File: config.mk
export PLATFORM = sky130hd
export DESIGN_NAME = idx_addr_gen
export DESIGN_NICKNAME = d
export VERILOG_FILES = /design/src/rtl/idx_addr_gen.sv
export SDC_FILE = /design/constraint.sdc
export NUM_CORES = 1
export LEC_CHECK = 0
export ABC_AREA = 1
export ABC_CLOCK_PERIOD_IN_PS = 4700
export CORE_MARGIN = 3
export CORE_UTILIZATION = 30
export CTS_CLUSTER_DIAMETER = 50
export DETAILED_ROUTE_END_ITERATION = 8
export DONT_BUFFER_PORTS = 1
export GPL_ROUTABILITY_DRIVEN = 0
export PLACE_DENSITY_LB_ADDON = 0.15
export SLEW_MARGIN = 10
export SYNTH_ARGS = -nofsm -noshare
export SYNTH_HDL_FRONTEND = slang
export SYNTH_SLANG_ARGS = --single-unit
File: constraint.sdc
create_clock -name clk -period 4.7 [get_ports clk]
set_input_delay 0.235 -clock clk [delete_from_list [all_inputs] [get_ports clk]]
set_output_delay 0.235 -clock clk [all_outputs]
set_load 0.01 [all_outputs]
File: src/rtl/idx_addr_gen.sv
module idx_addr_gen #(
  parameter int BW = 8
) (
  input  logic            clk,
  input  logic            rst_n,
  input  logic            start,
  input  logic [7:0]      postbyte,
  input  logic            restrict_en,
  input  logic [2*BW-1:0] x_reg,
  input  logic [2*BW-1:0] y_reg,
  input  logic [2*BW-1:0] sp_reg,
  input  logic [2*BW-1:0] pc_reg,
  input  logic [BW-1:0]   acc_a,
  input  logic [BW-1:0]   acc_b,
  output logic            wb_valid,
  output logic [1:0]      wb_sel,
  output logic [2*BW-1:0] wb_data,
  output logic            fetch_req,
  input  logic            fetch_ack,
  input  logic [BW-1:0]   fetch_byte,
  output logic            mem_req,
  output logic [2*BW-1:0] mem_addr,
  input  logic            mem_ack,
  input  logic [2*BW-1:0] mem_rdata,
  output logic            busy,
  output logic            done,
  output logic [2*BW-1:0] ea,
  output logic            extra_cycle
);
  localparam int AW = 2 * BW;

  typedef enum logic [1:0] {S_IDLE, S_FHI, S_FLO, S_MEM} st_t;
  st_t st;

  logic [2:0]    pb_q;
  logic [AW-1:0] base_q;
  logic [BW-1:0] hi_q;

  logic [AW-1:0] base_short, base_ext;
  always_comb begin
    case (postbyte[7:6])
      2'd0:    base_short = x_reg;
      2'd1:    base_short = y_reg;
      2'd2:    base_short = sp_reg;
      default: base_short = pc_reg;
    endcase
    case (postbyte[4:3])
      2'd0:    base_ext = x_reg;
      2'd1:    base_ext = y_reg;
      2'd2:    base_ext = sp_reg;
      default: base_ext = pc_reg;
    endcase
  end

  wire grp     = (postbyte[7:5] == 3'b111);
  wire f_short = ~postbyte[5];
  wire f_auto  = postbyte[5] & (postbyte[7:6] != 2'b11);
  wire f_ind16 = grp & (postbyte[2:0] == 3'b011);
  wire f_cofs  = grp & ~postbyte[2] & ~f_ind16;
  wire f_acc   = grp & postbyte[2];
  wire f_dind  = f_acc & (postbyte[1:0] == 2'b11);
  wire f_refuse = restrict_en & (f_ind16 | f_cofs | f_dind);

  wire [AW-1:0] short_off = {{(AW-5){postbyte[4]}}, postbyte[4:0]};
  wire [AW-1:0] auto_off  = postbyte[3] ? {{(AW-4){1'b1}}, postbyte[3:0]}
                                        : {{(AW-4){1'b0}}, postbyte[3:0]} + AW'(1);
  wire [AW-1:0] auto_new  = base_short + auto_off;

  logic [AW-1:0] acc_off;
  always_comb begin
    case (postbyte[1:0])
      2'd0:    acc_off = {{BW{1'b0}}, acc_a};
      2'd1:    acc_off = {{BW{1'b0}}, acc_b};
      default: acc_off = {acc_a, acc_b};
    endcase
  end
  wire [AW-1:0] acc_sum = base_ext + acc_off;

  wire [AW-1:0] ext_off = pb_q[1] ? {hi_q, fetch_byte} : {{BW{pb_q[0]}}, fetch_byte};
  wire [AW-1:0] ext_sum = base_q + ext_off;

  assign fetch_req = (st == S_FHI) || (st == S_FLO);
  assign mem_req   = (st == S_MEM);
  assign busy      = (st != S_IDLE);

  always_ff @(posedge clk or negedge rst_n) begin
    if (!rst_n) begin
      st          <= S_IDLE;
      pb_q        <= '0;
      base_q      <= '0;
      hi_q        <= '0;
      done        <= 1'b0;
      ea          <= '0;
      extra_cycle <= 1'b0;
      wb_valid    <= 1'b0;
      wb_sel      <= '0;
      wb_data     <= '0;
      mem_addr    <= '0;
    end else begin
      done     <= 1'b0;
      wb_valid <= 1'b0;
      case (st)
        S_IDLE: if (start) begin
          pb_q   <= postbyte[2:0];
          base_q <= base_ext;
          if (f_refuse) begin
            done <= 1'b1; ea <= '0; extra_cycle <= 1'b0;
          end else if (f_short) begin
            done <= 1'b1; ea <= base_short + short_off; extra_cycle <= 1'b0;
          end else if (f_auto) begin
            done        <= 1'b1;
            ea          <= postbyte[4] ? base_short : auto_new;
            extra_cycle <= 1'b0;
            wb_valid    <= 1'b1;
            wb_sel      <= postbyte[7:6];
            wb_data     <= auto_new;
          end else if (f_dind) begin
            mem_addr <= acc_sum;
            st       <= S_MEM;
          end else if (f_acc) begin
            done <= 1'b1; ea <= acc_sum; extra_cycle <= 1'b0;
          end else if (postbyte[1]) begin
            st <= S_FHI;
          end else begin
            st <= S_FLO;
          end
        end
        S_FHI: if (fetch_ack) begin
          hi_q <= fetch_byte;
          st   <= S_FLO;
        end
        S_FLO: if (fetch_ack) begin
          if (pb_q == 3'b011) begin
            mem_addr <= ext_sum;
            st       <= S_MEM;
          end else begin
            done <= 1'b1; ea <= ext_sum; extra_cycle <= 1'b1;
            st   <= S_IDLE;
          end
        end
        default: if (mem_ack) begin
          done <= 1'b1; ea <= mem_rdata; extra_cycle <= 1'b1;
          st   <= S_IDLE;
        end
      endcase
    end
  end
endmodule

==> results.json, run 1 <==
{
  "dp_slack_ns": 1.08,
  "grtUsageTotal_pct": 22.1,
  "clk_pin_slew_worst_paths_ns": 0.07,
  "routed_wl_mm": 34.1,
  "core_area_sq_um": 27300,
  "finalMaxSlewViolations": 0,
  "cts-root-buf": "clkbuf_16",
  "clock_sinks": 82,
  "netSwitchingPower_uw": 2480,
  "async_reset_ff_share_pct": 100,
  "drt_iter0_drc": 812,
  "initial_utilization_pct": 31.0,
  "diodes": 0,
  "finalHoldViolCount": 0,
  "path_common_cell": "inv_1",
  "cp-end-kind": "flip-flop",
  "outcome": "complete, no violations",
  "path_max_fanout": 21,
  "synth.avg_cell_area_sq_um": 6.45,
  "wl_per_cell_um": 20.5,
  "die_area_sq_um": 30300,
  "cpPeakStageDelay_ns": 0.70,
  "cts_resized": 0,
  "period_needed_ns": 3.67,
  "syn_nets": 1504,
  "rsz0062_at_grt": "no",
  "power.share.clock_pct": 16.1,
  "vias": 8720,
  "synth_top_family_by_area": "simple AND/OR/NAND/NOR gates",
  "antenna_left": 0,
  "drcViolationCount": 0,
  "antenna_found_initial": 0,
  "pwr-share-comb_pct": 53.3,
  "path_cells": "inv_1, ha_1, inv_2, o22ai_1, nor2_1, nand3_1, inv_1, or2_2, a21boi_1",
  "yosysMostFrequentCell": "nand2_1",
  "maxCapViolations": 0,
  "yosys-top-cells-area": "dfrtp_1 24%, nand2_1 19%, ha_1 10%",
  "fin_nets": 1481,
  "port_buffers": 0,
  "synth.area.mux_share_pct": 1.06,
  "synth.top_cell.area_share_pct": 24.2,
  "p_leak_uw": 0.00466,
  "grt_max_degree": 83,
  "power_density_nw_per_um2": 531,
  "overflow": 0,
  "ir_worst_vdd_mv": 0.225,
  "slew_headroom_pct": 19.6,
  "yosys.area_share.simple_pct": 34.6,
  "setup_ws_ns": 1.03,
  "internal_power_uw": 2350,
  "worst_ep_required_time_ns": 4.94,
  "grt_pass1_wl_mm": 51.8,
  "n_fill_cell": 3083,
  "tns_ns": 0,
  "cp.arrival_ns": 3.91,
  "synth_edf_count": 0,
  "yosysUniqueCellTypes": 57,
  "seq_power_share_pct": 30.6,
  "swShare_pct": 51.3,
  "cts_tree": "built",
  "start_kind": "flip-flop",
  "drive_above_1_share_pct": 5.95,
  "viasPerCell": 5.23,
  "rows": 60,
  "skew_ns": 0.00589,
  "syn2layout_area_growth_pct": 7.42,
  "ios": 174,
  "htree_levels": 3,
  "ys.flop_type": "dfrtp_1",
  "hold_path_class": "input port to flip-flop",
  "chipWidth_um": 174,
  "max_freq_ghz": 0.272,
  "synth_seq_area_share_pct": 24.2,
  "ys_ff_latch": 82,
  "first_pass_iters": 8,
  "synth_area_sq_um": 8470,
  "worst_pin_slew_ns": 1.20,
  "yosysTopAreaCell": "dfrtp_1",
  "die_h_um": 174,
  "clockBufferDepth": 2,
  "place_hpwl_mm": 27.7,
  "numCtsBuffers": 9,
  "synth_common_cells": "433 x nand2_1, 133 x inv_1, 117 x o21ai_0, 93 x a21oi_1, 92 x nand3_1",
  "finalSetupViolations": 0,
  "worstSkewPairLatency_ns": 0.36,
  "slowest_stage": "ha_1",
  "synth_fa_ha_area_share_pct": 11.1,
  "synth_xor_area_share_pct": 2.07,
  "grt_pass1_vias": 8470,
  "synthCells": 1313,
  "finalCritPeriodShare_pct": 78.1,
  "synth_compound_area_share_pct": 18.2,
  "yosys_warnings": 0,
  "path_class": "flip-flop to flip-flop"
}
-- sequential cells by signal, summed over array words and instances, names as in the netlist --
| register | flops |
|---|---|
| base_q | 16 |
| ea | 16 |
| mem_addr | 16 |
| wb_data | 16 |
| hi_q | 8 |
| pb_q | 3 |
| st | 2 |
| wb_sel | 2 |
| done | 1 |
| extra_cycle | 1 |
| wb_valid | 1 |
-- power by group through the flow --
stage | clock network [uW] | logic, uW | registers (uW)
after floorplan | 0 | 1910 | 1320
after global placement | 0 | 2530 | 1500
after detailed placement | 0 | 2520 | 1500
after CTS | 797 | 2550 | 1490
after global routing | 822 | 2920 | 1520
final | 776 | 2570 | 1480
-- worst max-delay path, delay by kind of cell, from the launching register on --
family	cells	cell delay, ns
DFF	1	0.43
and+or+nand+nor	3	0.96
adders and majority gates	1	0.70
buffers and inverters	3	1.02
AOI/OAI and AO/OA	2	0.42
-- placed cells by master (no fill, tap or decap), drive strengths merged, types with 9 or more instances in the layout --
cell	instances
dfrtp	82
or2	16
nor2	71
xor2	12
nand4	23
a21oi	95
ha	69
a21boi	10
clkbuf	9
inv	144
o21ai	127
nand2	445
nand3	99
-- per-layer routing --
layer	wire length, um	share of wire (%)	vias up	track usage, %
met5	0	0	-	0
met1	16000	47	4011	31.7
met3	3100	9.1	51	6.23
li1	-	-	4306	-
met2	14000	41	352	31.8
met4	997	2.9	0	7.24
-- cell type report --
type                    count  area (sq um)  area share [%]
inverters                 142           542            5.96
well taps                 372           465            5.12
multi-input cells        1051          5680            62.4
clock buffers               9           225            2.48
repair buffers              4          52.6           0.578
flip-flops and latches     82          2050            22.6
clock inverters             7          82.6           0.908
-- metrics by stage --
| stage | cells | hold WS (ns) | cell area (sq um) | power (uW) | util, % |
|---|---|---|---|---|---|
| after global routing | 1667 | 0.00833 | 9090 | 5260 | 33.3 |
| final | 1667 | 0.0204 | 9090 | 4830 | 33.3 |
| after detailed placement | 1649 | -0.0568 | 8750 | 4020 | 32.0 |
| after floorplan | 1313 | -0.0606 | 8470 | 3230 | - |
| after CTS | 1667 | 0.00816 | 9090 | 4840 | 33.3 |
| after global placement | 1649 | -0.0568 | 8750 | 4020 | 32.0 |
-- what timing repair did --
action | CTS | global route
hold endpoints to repair | 82 | 0
buffers inserted | 0 | 0
hold buffers | 2 | 0
-- final timing paths --
| kind | start | end | slack (ns) | cells past startpoint |
|---|---|---|---|---|
| max | st[0]$_DFFE_PN0P_ | ea[5]$_DFFE_PN0P_ | 1.03 | 9 |
| min | fetch_byte[0] | hi_q[0]$_DFFE_PN0P_ | 0.02 | 1 |
| max reg2reg | st[0]$_DFFE_PN0P_ | ea[5]$_DFFE_PN0P_ | 1.03 | 9 |
| min reg2reg | base_q[14]$_DFFE_PN0P_ | base_q[14]$_DFFE_PN0P_ | 0.50 | 2 |
| max in group asynchronous | rst_n | wb_data[13]$_DFFE_PN0P_ | 3.82 | 2 |
| min in group asynchronous | rst_n | mem_addr[4]$_DFFE_PN0P_ | 0.42 | 2 |
-- cells by family after synthesis --
group,after synthesis
buffers and inverters,180
AOI/OAI and AO/OA,277
muxes,8
xor gates and xnor gates,20
DFF,82
and+or+nand+nor,673
adders and majority gates,73
(Power assumes the default switching activity.)
==> run 2: changes to the inputs <==
--- a/config.mk
+++ b/config.mk
@@ -6,7 +6,7 @@
 export NUM_CORES = 1
 export LEC_CHECK = 0
 export ABC_AREA = 1
-export ABC_CLOCK_PERIOD_IN_PS = 4700
+export ABC_CLOCK_PERIOD_IN_PS = 3800
 export CORE_MARGIN = 3
 export CORE_UTILIZATION = 30
 export CTS_CLUSTER_DIAMETER = 50
==> constraint.sdc (replaced) <==
create_clock -name clk -period 3.8 [get_ports clk]
set_input_delay 0.19 -clock clk [delete_from_list [all_inputs] [get_ports clk]]
set_output_delay 0.19 -clock clk [all_outputs]
set_load 0.01 [all_outputs]
==> run 2 against run 1 <==
Core utilization increased by 0.47 points. Non-clock buffer count rose by 15. Final area grew 1.4%. Clock-buffer cell count rose by 1. Combinational power grew 27%. Worst hold slack better by 0.046 ns. Wire length grew 0.59%. Largest cell class unchanged. Highest routed layer unchanged.
==> results.json, run 2 (same netlist as run 1, synthesis figures left out) <==
{
  "path_max_fanout": 21,
  "die_h_um": 174,
  "p_leak_uw": 0.00473,
  "pwr-share-comb_pct": 54.2,
  "first_pass_iters": 6,
  "finalSetupViolations": 0,
  "clock_sinks": 82,
  "drive_above_1_share_pct": 6.26,
  "hold_path_class": "input port to flip-flop",
  "cts_resized": 0,
  "syn2layout_area_growth_pct": 8.93,
  "grtUsageTotal_pct": 22.2,
  "cts_setup_buffers": 0,
  "wl_per_cell_um": 20.4,
  "maxCapViolations": 0,
  "htree_levels": 3,
  "worst_ep_required_time_ns": 4.03,
  "overflow": 0,
  "worst_pin_slew_ns": 0.903,
  "slowest_stage": "inv_1",
  "max_freq_ghz": 0.304,
  "finalCritPeriodShare_pct": 86.7,
  "internal_power_uw": 2950,
  "skew_ns": 0.0206,
  "power.share.clock_pct": 15.7,
  "rows": 60,
  "cp.arrival_ns": 3.52,
  "cts_tree": "built",
  "worstSkewPairLatency_ns": 0.36,
  "crit_family": "buffers and inverters",
  "routed_wl_mm": 34.3,
  "place_hpwl_mm": 27.9,
  "final_core_util_pct": 33.8,
  "drt_iter0_drc": 926,
  "chipWidth_um": 174,
  "rsz0062_at_grt": "no",
  "seq_power_share_pct": 30.1,
  "path_cells": "inv_1, ha_1, buf_4, inv_2, o22ai_1, nor2_1, nand3_1, buf_4, inv_1, nand2_1, nor2_1, a21boi_1",
  "numCtsBuffers": 9,
  "slew_headroom_pct": 39.8,
  "holdBufCountCts": 11,
  "path_class": "flip-flop to flip-flop",
  "period_needed_ns": 3.29,
  "swShare_pct": 51.1,
  "outcome": "complete, no violations",
  "power_density_nw_per_um2": 654,
  "grt_pass1_wl_mm": 52.0,
  "vias": 8827,
  "mostFrequentLayoutCell": "nand2_1",
  "n_fill_cell": 3049,
  "finalHoldViolCount": 0,
  "cp-end-kind": "flip-flop",
  "cpPeakStageDelay_ns": 0.67,
  "port_buffers": 0,
  "antenna_left": 0,
  "clk_pin_slew_worst_paths_ns": 0.07,
  "finalMaxSlewViolations": 0,
  "antenna_found_initial": 0,
  "drcViolationCount": 0,
  "netSwitchingPower_uw": 3080,
  "grt_pass1_vias": 8397,
  "path_buf_inv": 5,
  "viasPerCell": 5.25,
  "ir_worst_vdd_mv": 0.252,
  "fin_nets": 1496,
  "final_cell_mix": "433 x nand2_1, 133 x inv_1, 117 x o21ai_0",
  "diodes": 0,
  "initial_utilization_pct": 31.0,
  "grt_max_degree": 83,
  "clockBufferDepth": 2,
  "core_area_sq_um": 27300,
  "start_kind": "flip-flop",
  "ios": 174,
  "tns_ns": 0,
  "power_uw": 6030,
  "die_area_sq_um": 30300,
  "cts-root-buf": "clkbuf_16"
}
==> run 2: layer usage <==
| metal | share of wire (%) | GRT usage (%) | vias to the layer above |
|---|---|---|---|
| met4 | 3.0 | 7.07 | 0 |
| li1 | - | - | 4328 |
| met3 | 9.5 | 6.71 | 46 |
| met2 | 40 | 31.1 | 388 |
| met1 | 47 | 32.3 | 4065 |
| met5 | 0 | 0 | - |
==> run 2: area by class of cell <==
class                           count  area (sq um)  share of cell area, %
Clock buffer                       10           239                   2.59
Clock inverter                      5          61.3                  0.665
Inverter                          142           542                   5.87
Multi-Input combinational cell   1051          5680                   61.5
Sequential cell                    82          2050                   22.2
Tap cell                          372           465                   5.05
Timing Repair Buffer               19           188                   2.04
==> run 2: worst register-to-register path, delay by kind of cell (launching register included) <==
family / cells / cell delay (ns)
fa+ha+maj: 1 / 0.20
simple gates: 4 / 0.76
compound gates: 2 / 0.27
flops: 1 / 0.43
buf+inv: 5 / 1.50
==> run 2: power by group through the flow <==
stage	Combinational, uW	Sequential [uW]	Clock [uW]
4_1_cts	3260	1820	970
5_1_grt	3680	1870	1010
2_1_floorplan	2360	1640	0
3_5_place_dp	3200	1840	0
6_report	3270	1820	945
3_3_place_gp	3210	1840	0
==> run 2: stage by stage <==
step	setup slack (ns)	hold WS [ns]	cell area, sq um	std cells
2_1_floorplan	1.01	-0.106	8470	1313
3_3_place_gp	0.540	-0.0988	8790	1655
3_5_place_dp	0.538	-0.103	8790	1655
4_1_cts	0.588	0.0539	9220	1681
5_1_grt	0.370	0.0842	9220	1681
6_report	0.507	0.0660	9220	1681
==> run 2: final timing paths <==
path	start	endpoint	depth (start not counted)	slack, ns
max in group asynchronous	rst_n	wb_data[2]$_DFFE_PN0P_	2	3.02
setup reg to reg	st[0]$_DFFE_PN0P_	ea[14]$_DFFE_PN0P_	12	0.51
min in group asynchronous	rst_n	mem_addr[11]$_DFFE_PN0P_	2	0.41
setup / recovery	st[0]$_DFFE_PN0P_	ea[14]$_DFFE_PN0P_	12	0.51
hold / removal	postbyte[6]	wb_sel[0]$_DFFE_PN0P_	2	0.07
hold reg to reg	pb_q[2]$_DFFE_PN0P_	pb_q[2]$_DFFE_PN0P_	2	0.49
==> run 3: changes to the inputs <==
--- a/config.mk
+++ b/config.mk
@@ -13,6 +13,7 @@
 export DETAILED_ROUTE_END_ITERATION = 8
 export DONT_BUFFER_PORTS = 1
 export GPL_ROUTABILITY_DRIVEN = 0
+export MAX_ROUTING_LAYER = met4
 export PLACE_DENSITY_LB_ADDON = 0.15
 export SLEW_MARGIN = 10
 export SYNTH_ARGS = -nofsm -noshare
==> run 3 against run 2 <==
Sequential power is essentially flat. Register-to-register slack is essentially flat. Core utilization is the same. Maximum frequency grew 0.12%. Worst setup slack gained 0.0039 ns. Final area is the same. Clock-buffer cell count is the same. Critical path depth is the same. Clock power is essentially flat. Power grew 0.18%. First-iteration DRC count grew 17%. Clock skew shrank 0.00056 ns. Critical path type unchanged. Critical endpoint unchanged. Largest cell class unchanged.
==> results.json, run 3 (same netlist as run 1, synthesis figures left out) <==
{
  "clk_pin_slew_worst_paths_ns": 0.07,
  "finalMaxSlewViolations": 0,
  "rows": 60,
  "cp_num_cells": 12,
  "cts_resized": 0,
  "place_hpwl_mm": 27.9,
  "chipWidth_um": 174,
  "die_area_sq_um": 30300,
  "vias": 8906,
  "ios": 174,
  "diodes": 0,
  "core_area_sq_um": 27300,
  "outcome": "complete, no violations",
  "routed_wl_mm": 34.4,
  "viasPerCell": 5.30,
  "htree_levels": 3,
  "slew_headroom_pct": 39.8,
  "tns_ns": 0,
  "placed_cells": 1655,
  "rsz0062_at_grt": "no",
  "overflow": 0,
  "drt_iter0_drc": 1079,
  "dpl_cell_area_sq_um": 8790,
  "antenna_left": 0,
  "slowest_stage": "inv_1",
  "max_freq_ghz": 0.304,
  "path_buf_inv": 5,
  "path_cells": "inv_1, ha_1, buf_4, inv_2, o22ai_1, nor2_1, nand3_1, buf_4, inv_1, nand2_1, nor2_1, a21boi_1",
  "finalSetupViolations": 0,
  "clockBufferDepth": 2,
  "worst_pin_slew_ns": 0.903,
  "cpPeakStageDelay_ns": 0.67,
  "fin_area_sq_um": 9220,
  "hold_path_class": "input port to flip-flop",
  "first_pass_iters": 5,
  "fin_cells": 1681,
  "die_h_um": 174,
  "path_max_fanout": 21,
  "syn2layout_area_growth_pct": 8.93,
  "cts-root-buf": "clkbuf_16",
  "ir_worst_vdd_mv": 0.253,
  "worst_ep_required_time_ns": 4.03,
  "worstSkewPairLatency_ns": 0.36,
  "antenna_found_initial": 0,
  "start_kind": "flip-flop",
  "port_buffers": 0,
  "dp_slack_ns": 0.538,
  "clock_sinks": 82,
  "holdBufCountCts": 11,
  "setup_ws_ns": 0.511,
  "finalCritPeriodShare_pct": 86.6,
  "fin_nets": 1496,
  "period_needed_ns": 3.29,
  "r2r-end": "ea[14]$_DFFE_PN0P_",
  "worstSetupEndpoint": "ea[14]$_DFFE_PN0P_",
  "final_cell_mix": "433 x nand2_1, 133 x inv_1, 117 x o21ai_0",
  "path_class": "flip-flop to flip-flop",
  "reg2reg_setup_slack_ns": 0.51,
  "worst-r2r-cell-count": 12,
  "crit_start": "st[0]$_DFFE_PN0P_",
  "grt_pass1_wl_mm": 51.9,
  "grt_max_degree": 83,
  "cts_setup_buffers": 0,
  "grt_pass1_vias": 8407,
  "grtUsageTotal_pct": 22.9,
  "drive_above_1_share_pct": 6.26,
  "mostFrequentLayoutCell": "nand2_1",
  "power_uw": 6040,
  "crit_family": "buffers and inverters",
  "maxCapViolations": 0,
  "numCtsBuffers": 9,
  "p_leak_uw": 0.00473,
  "skew_ns": 0.0200,
  "cts_tree": "built",
  "drcViolationCount": 0,
  "wl_per_cell_um": 20.5,
  "power_density_nw_per_um2": 655,
  "cp.arrival_ns": 3.52,
  "r2r-start": "st[0]$_DFFE_PN0P_",
  "initial_utilization_pct": 31.0,
  "cp-end-kind": "flip-flop",
  "finalHoldViolCount": 0
}
run 3: cell counts in the layout (fill, tap and decap cells not counted):
Identical to the previous run, type by type.
run 3: how the worst min path moves through the flow:
stage	start	end	slack (ns)	depth (start not counted)
floorplan	rst_n	base_q[0]$_DFFE_PN0P_	-0.11	0
global placement	rst_n	mem_addr[6]$_DFFE_PN0P_	-0.1	0
detailed placement	rst_n	mem_addr[6]$_DFFE_PN0P_	-0.10	0
CTS	postbyte[6]	wb_sel[0]$_DFFE_PN0P_	0.05	2
global route	postbyte[7]	wb_sel[1]$_DFFE_PN0P_	0.08	2
finish	postbyte[6]	wb_sel[0]$_DFFE_PN0P_	0.06	2
run 3: power by group:
group / total, uW / switching, uW / internal (uW)
clock: 945 / 415 / 530
combinational: 3280 / 2160 / 1120
sequential: 1820 / 520 / 1300
total: 6040 / 3090 / 2950
run 3: stage by stage:
step	hold WS [ns]	utilization, %
global placement	-0.0988	32.2
detailed placement	-0.103	32.2
finish	0.0636	33.8
global route	0.0842	33.8
CTS	0.0539	33.8
floorplan	-0.106	-
run 3: cell type report:
cell class	instances	area [sq um]
clock buffers	10	239
clock inverters	5	61.3
fillers	3049	18100
inverters	142	542
multi-input cells	1051	5680
flip-flops and latches	82	2050
well taps	372	465
repair buffers	19	188
run 3: per-layer routing:
metal  global-route usage, %  up-vias  wire length (um)
met5                       -        -                 0
met4                    7.10        0              1020
met3                    5.85       42              2900
met2                    31.0      380             13700
met1                    33.0     4160             16800
li1                        -     4324                 -
